File: config.mk
export PLATFORM = sky130hd
export DESIGN_NAME = tof_peak_detect
export DESIGN_NICKNAME = d
export VERILOG_FILES = /design/src/rtl/tof_peak_pkg.sv /design/src/rtl/tof_base_counter.sv /design/src/rtl/lane_window.sv /design/src/rtl/peak_lane.sv /design/src/rtl/tof_peak_detect.sv
export SDC_FILE = /design/constraint.sdc
export NUM_CORES = 1
export LEC_CHECK = 0
export ABC_AREA = 1
export BUFFER_PORTS_ARGS = -buffer_cell sky130_fd_sc_hd__buf_2
export CAP_MARGIN = 20
export CORE_MARGIN = 2
export CORE_UTILIZATION = 41
export DETAILED_ROUTE_END_ITERATION = 6
export HOLD_SLACK_MARGIN = 0.03
export PLACE_DENSITY_LB_ADDON = 0.15
export SLEW_MARGIN = 20
export SYNTH_ARGS = -nofsm -noshare
export SYNTH_HDL_FRONTEND = slang
export SYNTH_SLANG_ARGS = --single-unit
File: constraint.sdc
create_clock -name clk -period 6.1 [get_ports clk]
set_input_delay 0.61 -clock clk [delete_from_list [all_inputs] [get_ports clk]]
set_output_delay 0.61 -clock clk [all_outputs]
set_load 0.01 [all_outputs]
File: src/rtl/tof_peak_pkg.sv
package tof_peak_pkg;

  // Saturating addition of a small unsigned offset to a W-bit index,
  // performed at 32 bits; callers keep W below 31.
  function automatic int unsigned sat_index(int unsigned base, int unsigned offs,
                                            int unsigned maxv);
    int unsigned s;
    s = base + offs;
    return (s > maxv) ? maxv : s;
  endfunction

endpackage

File: src/rtl/tof_base_counter.sv
module tof_base_counter #(
  parameter int LANES = 8,
  parameter int W     = 16
) (
  input  logic         clk,
  input  logic         rst_n,
  input  logic         fire,
  input  logic         adv,
  output logic [W-1:0] base_o
);
  import tof_peak_pkg::*;

  localparam int unsigned MAXV = (1 << W) - 1;

  logic [W-1:0] next_q;
  logic [W-1:0] next_d;

  // Base for the word accepted in this cycle.
  assign base_o = fire ? '0 : next_q;
  assign next_d = W'(sat_index(int'(base_o), LANES, MAXV));

  always_ff @(posedge clk) begin
    if (!rst_n) begin
      next_q <= '0;
    end else if (adv) begin
      next_q <= next_d;
    end else if (fire) begin
      next_q <= '0;
    end
  end

endmodule

File: src/rtl/lane_window.sv
module lane_window #(
  parameter int LANES = 8,
  parameter int W     = 16
) (
  input  logic [LANES*W-1:0] centre_i,
  input  logic [W-1:0]       carry_i,
  input  logic [W-1:0]       follow_i,
  output logic [LANES*W-1:0] prev_o,
  output logic [LANES*W-1:0] next_o
);

  for (genvar g = 0; g < LANES; g++) begin : g_lane
    if (g == 0) begin : g_first
      assign prev_o[0 +: W] = carry_i;
    end else begin : g_inner_prev
      assign prev_o[g*W +: W] = centre_i[(g-1)*W +: W];
    end
    if (g == LANES-1) begin : g_last
      assign next_o[g*W +: W] = follow_i;
    end else begin : g_inner_next
      assign next_o[g*W +: W] = centre_i[(g+1)*W +: W];
    end
  end

endmodule

File: src/rtl/peak_lane.sv
module peak_lane #(
  parameter int W           = 16,
  parameter int THRESH      = 1024,
  parameter bit DATA_SIGNED = 1'b1,
  parameter int IDX         = 0
) (
  input  logic [W-1:0] prev_i,
  input  logic [W-1:0] centre_i,
  input  logic [W-1:0] next_i,
  input  logic [W-1:0] base_i,
  output logic [W-1:0] value_o
);
  import tof_peak_pkg::*;

  localparam int unsigned MAXV = (1 << W) - 1;

  logic above;
  logic over_prev;
  logic holds_next;
  logic [W-1:0] index;

  if (DATA_SIGNED) begin : g_signed
    assign above      = int'($signed(centre_i)) > THRESH;
    assign over_prev  = $signed(centre_i) > $signed(prev_i);
    assign holds_next = $signed(centre_i) >= $signed(next_i);
  end else begin : g_unsigned
    assign above      = int'({1'b0, centre_i}) > THRESH;
    assign over_prev  = centre_i > prev_i;
    assign holds_next = centre_i >= next_i;
  end

  assign index   = W'(sat_index(int'(base_i), IDX, MAXV));
  assign value_o = (above && over_prev && holds_next) ? index : '0;

endmodule

File: src/rtl/tof_peak_detect.sv
module tof_peak_detect #(
  parameter int LANES       = 8,
  parameter int W           = 16,
  parameter int THRESH      = 1024,
  parameter bit DATA_SIGNED = 1'b1
) (
  input  logic               clk,
  input  logic               rst_n,
  input  logic               fire,
  input  logic               in_valid,
  input  logic [LANES*W-1:0] in_data,
  output logic               out_valid,
  output logic [LANES*W-1:0] out_data
);

  localparam int DW = LANES * W;

  logic [DW-1:0] centre_q;
  logic [W-1:0]  carry_q;
  logic [W-1:0]  cbase_q;
  logic          have_q;
  logic [W-1:0]  word_base;
  logic [DW-1:0] prev_v;
  logic [DW-1:0] next_v;
  logic [DW-1:0] hit_v;
  logic          emit;

  tof_base_counter #(.LANES(LANES), .W(W)) u_cnt (
    .clk    (clk),
    .rst_n  (rst_n),
    .fire   (fire),
    .adv    (in_valid),
    .base_o (word_base)
  );

  lane_window #(.LANES(LANES), .W(W)) u_win (
    .centre_i (centre_q),
    .carry_i  (carry_q),
    .follow_i (in_data[W-1:0]),
    .prev_o   (prev_v),
    .next_o   (next_v)
  );

  for (genvar g = 0; g < LANES; g++) begin : g_pk
    peak_lane #(
      .W(W), .THRESH(THRESH), .DATA_SIGNED(DATA_SIGNED), .IDX(g)
    ) u_lane (
      .prev_i   (prev_v[g*W +: W]),
      .centre_i (centre_q[g*W +: W]),
      .next_i   (next_v[g*W +: W]),
      .base_i   (cbase_q),
      .value_o  (hit_v[g*W +: W])
    );
  end

  assign emit = in_valid && have_q;

  always_ff @(posedge clk) begin
    if (!rst_n) begin
      centre_q  <= '0;
      carry_q   <= '0;
      cbase_q   <= '0;
      have_q    <= 1'b0;
      out_valid <= 1'b0;
      out_data  <= '0;
    end else begin
      if (in_valid) begin
        carry_q  <= centre_q[DW-1 -: W];
        centre_q <= in_data;
        cbase_q  <= word_base;
        have_q   <= 1'b1;
      end
      out_valid <= emit;
      out_data  <= emit ? hit_v : '0;
    end
  end

endmodule

### Word level (Yosys, flattened, before mapping)

Cells that the tools add are included.

* register bits after elaboration: 306
* bits in latches: 0
* memory bits (writable): 0
* bits in read-only memories: 0
* bits of input ports: 132
* output and inout port bits: 129
* word-level logic and storage cells: 91
* memories: 0

* add/sub/neg operators: 8
* multiply operators: 0
* divide/modulo/power cells: 0
* $lt $le $gt $ge: 33
* equal/unequal tests: 0
* shift-type cells: 0
* multiplexer cells: 11
* bitwise operators: 0
* reduce and logical (&&, ||, !) cells: 25

Operators with widths (count)
* $mux W16: 11
* $gt A17 B16 Y1 const B: 8
* $ge A16 B16 Y1: 8
* $gt A16 B12 Y1 const B: 8
* $gt A16 B16 Y1: 8
* $add A16 B3 Y17 const B: 4
* $add A16 B2 Y17 const B: 2
* $reduce_and A3 Y1: 8
* $add A16 B1 Y17 const B: 1
* $add A16 B4 Y17 const B: 1
* $logic_and A1 B1 Y1: 17
* $gt A16 B16 Y1 const B: 1

### Logic depth before layout (Yosys ltp)

* word-level depth: 5
* depth in mapped cells: 17
* gate-level depth less buffers: 16

### Hierarchy

Synthesis repeated with hierarchy kept, for this count alone.

* cells, all modules: 4396
* area, all modules: 27182.3 um^2

By module, submodules not included
* tof_peak_detect: times used 1, cells each 1417, area an instance 10242.3 um^2, seq. area each 5805.6 um^2
* lane_window: times used 1, cells each 256, area an instance 1921.8 um^2, seq. area each 0.0 um^2
* peak_lane at g_pk[5].u_lane: times used 1, cells each 323, area an instance 1846.8 um^2, seq. area each 0.0 um^2
* peak_lane at g_pk[7].u_lane: times used 1, cells each 320, area an instance 1819.2 um^2, seq. area each 0.0 um^2
* peak_lane at g_pk[6].u_lane: times used 1, cells each 337, area an instance 1805.5 um^2, seq. area each 0.0 um^2
* peak_lane at g_pk[2].u_lane: times used 1, cells each 342, area an instance 1801.7 um^2, seq. area each 0.0 um^2
* peak_lane at g_pk[1].u_lane: times used 1, cells each 338, area an instance 1800.5 um^2, seq. area each 0.0 um^2
* peak_lane at g_pk[3].u_lane: times used 1, cells each 328, area an instance 1773.0 um^2, seq. area each 0.0 um^2
* peak_lane at g_pk[4].u_lane: times used 1, cells each 308, area an instance 1604.0 um^2, seq. area each 0.0 um^2
* tof_base_counter: times used 1, cells each 207, area an instance 1310.0 um^2, seq. area each 320.3 um^2
* peak_lane at g_pk[0].u_lane: times used 1, cells each 220, area an instance 1257.5 um^2, seq. area each 0.0 um^2

### Worst setup path before layout

OpenSTA, ideal clock, no wires.

* path kind: in2reg
* from: input port fire
* to: register u_cnt.next_q[0]
* setup time: 0.132 ns
* arrival time: 2.288 ns
* required time: 5.968 ns
* slack: 3.680 ns
* cell stages on the path: 16
* path buffers: 1
* path through: inv_1 > buf_2 > nand2_1 > inv_1 > ha_1 > nand3_1 > nor2_1 > nand2_1 > o21ai_0 > nand2_1 > nand2_1 > nor2_1 > nand2_1 > nand2_1 > nand2_1 > a21oi_1

* cells in the longest elaborated chain, start to end: 5

Ends and longest elaborated chain
* from (decl): RTL line tof_peak_detect.sv:9 `input logic fire,`
* $mux W16
* via u_cnt.base_o[4]: RTL line tof_base_counter.sv:9 `output logic [W-1:0] base_o`
* $add A16 B4 Y17: RTL line tof_peak_pkg.sv:8 `s = base + offs;`
* $gt A17 B16 Y1: RTL line tof_peak_pkg.sv:9 `return (s > maxv) ? maxv : s;`
* $mux W16: RTL line tof_peak_pkg.sv:9
* $mux W16: RTL line tof_base_counter.sv:25 `end else if (adv) begin`
* to (signal assigned): RTL line tof_base_counter.sv:26 `next_q <= next_d;`
* to (decl): RTL line tof_base_counter.sv:15 `logic [W-1:0] next_q;`

The timed path passes the listed nets, and every way through them passes these cells.
A chain may end at the register's enable or synchronous reset.

### Worst setup path after layout

* from: input port rst_n
* to: register out_data[31]

* cells in the longest elaborated chain, start to end: 1

Ends and longest elaborated chain
* from (decl): RTL line tof_peak_detect.sv:8 `input logic rst_n,`
* $reduce_and A3 Y1 (no source line)
* to (signal assigned): RTL line tof_peak_detect.sv:74 `out_data <= emit ? hit_v : '0;`
* to (decl): RTL line tof_peak_detect.sv:13 `output logic [LANES*W-1:0] out_data`

Every way passes these cells.

==> metrics.md <==
| Metric | Value |
|---|---|
| First-pass GRT wire length | `83000 µm` |
| Clk_lat worst skew | `0.55 ns` |
| Synth top area share | `36.4%` |
| Slowest CP cell | `nor2_1` |
| Crit path required time | `6.57 ns` |
| Post-synthesis cell type count | `44` |
| Post CTS Setup Buffer Count | `0` |
| Core ar. | `40600 µm²` |
| CTS Buf Count | `36` |
| Highest clock rate | `299 MHz` |
| Fin util | `48.4%` |
| Worst endpoint data arrival time | `3.81 ns` |
| Worst r2r src | `cbase_q[0]` |
| # diodes | `0` |
| PortBufs | `260` |
| Max Cap Violations | `0` |
| CP Class | `input pin to register` |
| Final hold violations | `0` |
| PwrDens | `261 nW/µm²` |
| Die ar. | `42700 µm²` |
| Starting Density | `41.4%` |
| # fillers | `4214` |
| DRT met1 WL | `23800 µm` |
| Synth top area cells | `dfxtp_1, ha_1, nand2_1` |
| CP Capture Type | `register` |
| Comb pwr share | `14.3%` |
| Cells after Synth | `2368` |
| Vias | `15800` |
| Worst path max stage delay | `0.79 ns` |
| Mapped Area | `16800 µm²` |
| Mapped Nets | `2658` |
| Most numerous cell in the Yosys netlist | `nand2_1` |
| Post-synthesis register bit count | `306` |
| Grt total ovfl | `0` |
| R2R cell count | `13` |
| Relative slew slack | `28.9%` |
| # IOs | `261` |
| Status | `finished, final reports clean` |
| Clk slew on worst S/H paths | `0.06 ns` |
| Asr flop ratio synth | `0%` |
| CP max FO | `68` |
| Number of clock sinks | `306` |
| Clock Power Share | `43.6%` |
| WL met2 | `25600 µm` |
| FP Rows | `74` |
| Cell Chain, Critical Path | `buf_4 -> inv_1 -> nor3_2 -> inv_1 -> a211oi_1 -> nand2_1 -> nor2_1 -> inv_1 -> nor2_1` |
| CTS tree | `yes` |
| First-iteration detailed-routing DRC count | `989` |
| Final antenna-violating net count | `0` |
| Synth Flop Type | `dfxtp_1` |
| Hold Buf Count CTS | `0` |
| Post-route setup TNS | `0 ns` |
| Synth top cells by count | `nand2_1, inv_1, nor2_1` |
| Clk_skew | `0.0176 ns` |
| Clock Path Buffers | `3` |
| Seq pwr share | `42.1%` |
| H-tree depth | `2` |
| Hold path depth | `3` |
| Layout area overhead | `16.9%` |
| Yosys top cell by area | `dfxtp_1` |
| Clock root buffer | `clkbuf_16` |
| Final wirelength | `53900 µm` |
| Met3 wire length | `2730 µm` |
| Ys Warns | `0` |
| Worst min-delay path category | `input pin to register` |
| Layout cells sized above 1 | `14.7%` |
| Post-CTS Resized | `0` |
| Die X | `207 µm` |
| Die height | `207 µm` |
| Initial antenna violation count | `0` |
| Int Power | `3720 µW` |
| Average routed wire per standard cell | `17.2 µm` |
| Hold Path Origin | `in_data[85]` |
| Tightest Pin Transition | `1.06 ns` |
| Seq/Total Area, Yosys | `36.4%` |
| # DRC | `0` |
| Top sig layer | `met4` |
| Max IR drop VDD | `0.163 mV` |
| # setup viols final | `0` |
| Average size of a mapped cell | `7.11 µm²` |
| CP startpoint kind | `input pin` |
| Routed vias/inst | `5.05` |
| Largest net degree at the start of global routing | `136` |
| Sw power | `1410 µW` |
| Vias in the first global route | `15200` |
| Most used cell, CP | `inv_1` |
| Final period util | `54.8%` |
| Global Route Usage Sum | `25.1%` |
| RD Place Congestion | `0.971` |
| Crit path launch | `rst_n` |
| DP HPWL | `42200 µm` |
| Period minus WS final | `3.34 ns` |
| Leakage power | `0.00991 µW` |
| Final net count | `2872` |
| RSZ-0062 raised after global routing | `no` |
| Final Slew Violations | `0` |
| First-pass detailed-route iteration total | `5` |
| Post-synth EDFFs | `0` |
| Net Sw Frac | `27.5%` |
-- final cells by class --
type                    instances  area (µm²)  area share [%]
inverters                     354        1350            6.85
repair buffers                268        1370            6.95
well taps                     532         666            3.38
clock buffers                  48        1050            5.32
clock inverters                12         176           0.897
flip-flops and latches        306        6130            31.1
multi-input cells            1616        8940            45.5
-- layer usage --
layer / vias to the layer above / GRT usage (%)
li1: 8088 / -
met1: 7222 / 31.8
met2: 437 / 43.7
met3: 96 / 3.69
met4: 0 / 8.49
met5: - / 0
-- logic make-up (layout without fill, tap and decap cells) --
group | after synthesis | count (layout) | synth area share (%)
XOR/XNOR | 57 | 57 | 2.97
AND/OR/NAND/NOR | 941 | 941 | 24.3
adder cells (fa/ha/maj) | 158 | 158 | 11.7
AO/OA/AOI/OAI | 460 | 460 | 14.1
buffers and inverters | 446 | 682 | 10.5
flip-flops | 306 | 306 | 36.4
-- worst max-delay path: cells and delay by family --
kind	cells	cell delay (ns)
and+or+nand+nor	4	1.68
buffers and inverters	4	1.24
AOI/OAI and AO/OA	1	0.27
-- power by group through the flow --
stage	sequential (µW)	clock [µW]	combinational (µW)
CTS	2160	2280	730
finish	2160	2240	731
global route	2170	2360	843
floorplan	2170	0	516
detailed placement	2200	0	725
global placement	2200	0	708
-- final timing paths --
path / to / slack, ns
setup / recovery: out_data[31] / 2.76
hold / removal: centre_q[85] / 0.29
setup reg to reg: out_data[93] / 2.83
hold reg to reg: have_q / 0.50
-- registers in the layout, summed over array words and instances, names as in the netlist --
signal        count
centre_q        128
out_data        128
carry_q          16
cbase_q          16
u_cnt.next_q     16
have_q            1
out_valid         1
-- cells in the final DEF, fill, tap and decap left out, types with 54 or more instances in the layout --
cell	n
xor2_1	54
nor2_1	314
o21ai_0	205
nand3_1	140
ha_1	158
nand2_1	365
a21oi_1	220
dfxtp_1	306
inv_1	331
buf_2	258
-- through the flow --
stage | total power [µW] | hold slack, ns | cells | instance area, µm² | setup slack (ns)
5_1_grt | 5370 | 0.281 | 3136 | 19700 | 2.40
3_3_place_gp | 2910 | 0.467 | 3076 | 18400 | 2.21
4_1_cts | 5170 | 0.269 | 3136 | 19700 | 2.61
6_report | 5130 | 0.290 | 3136 | 19700 | 2.76
3_5_place_dp | 2930 | 0.483 | 3076 | 18400 | 2.04
2_1_floorplan | 2680 | 0.455 | 2368 | 16800 | 3.68
Note: power is estimated with default switching activity, not from simulation.
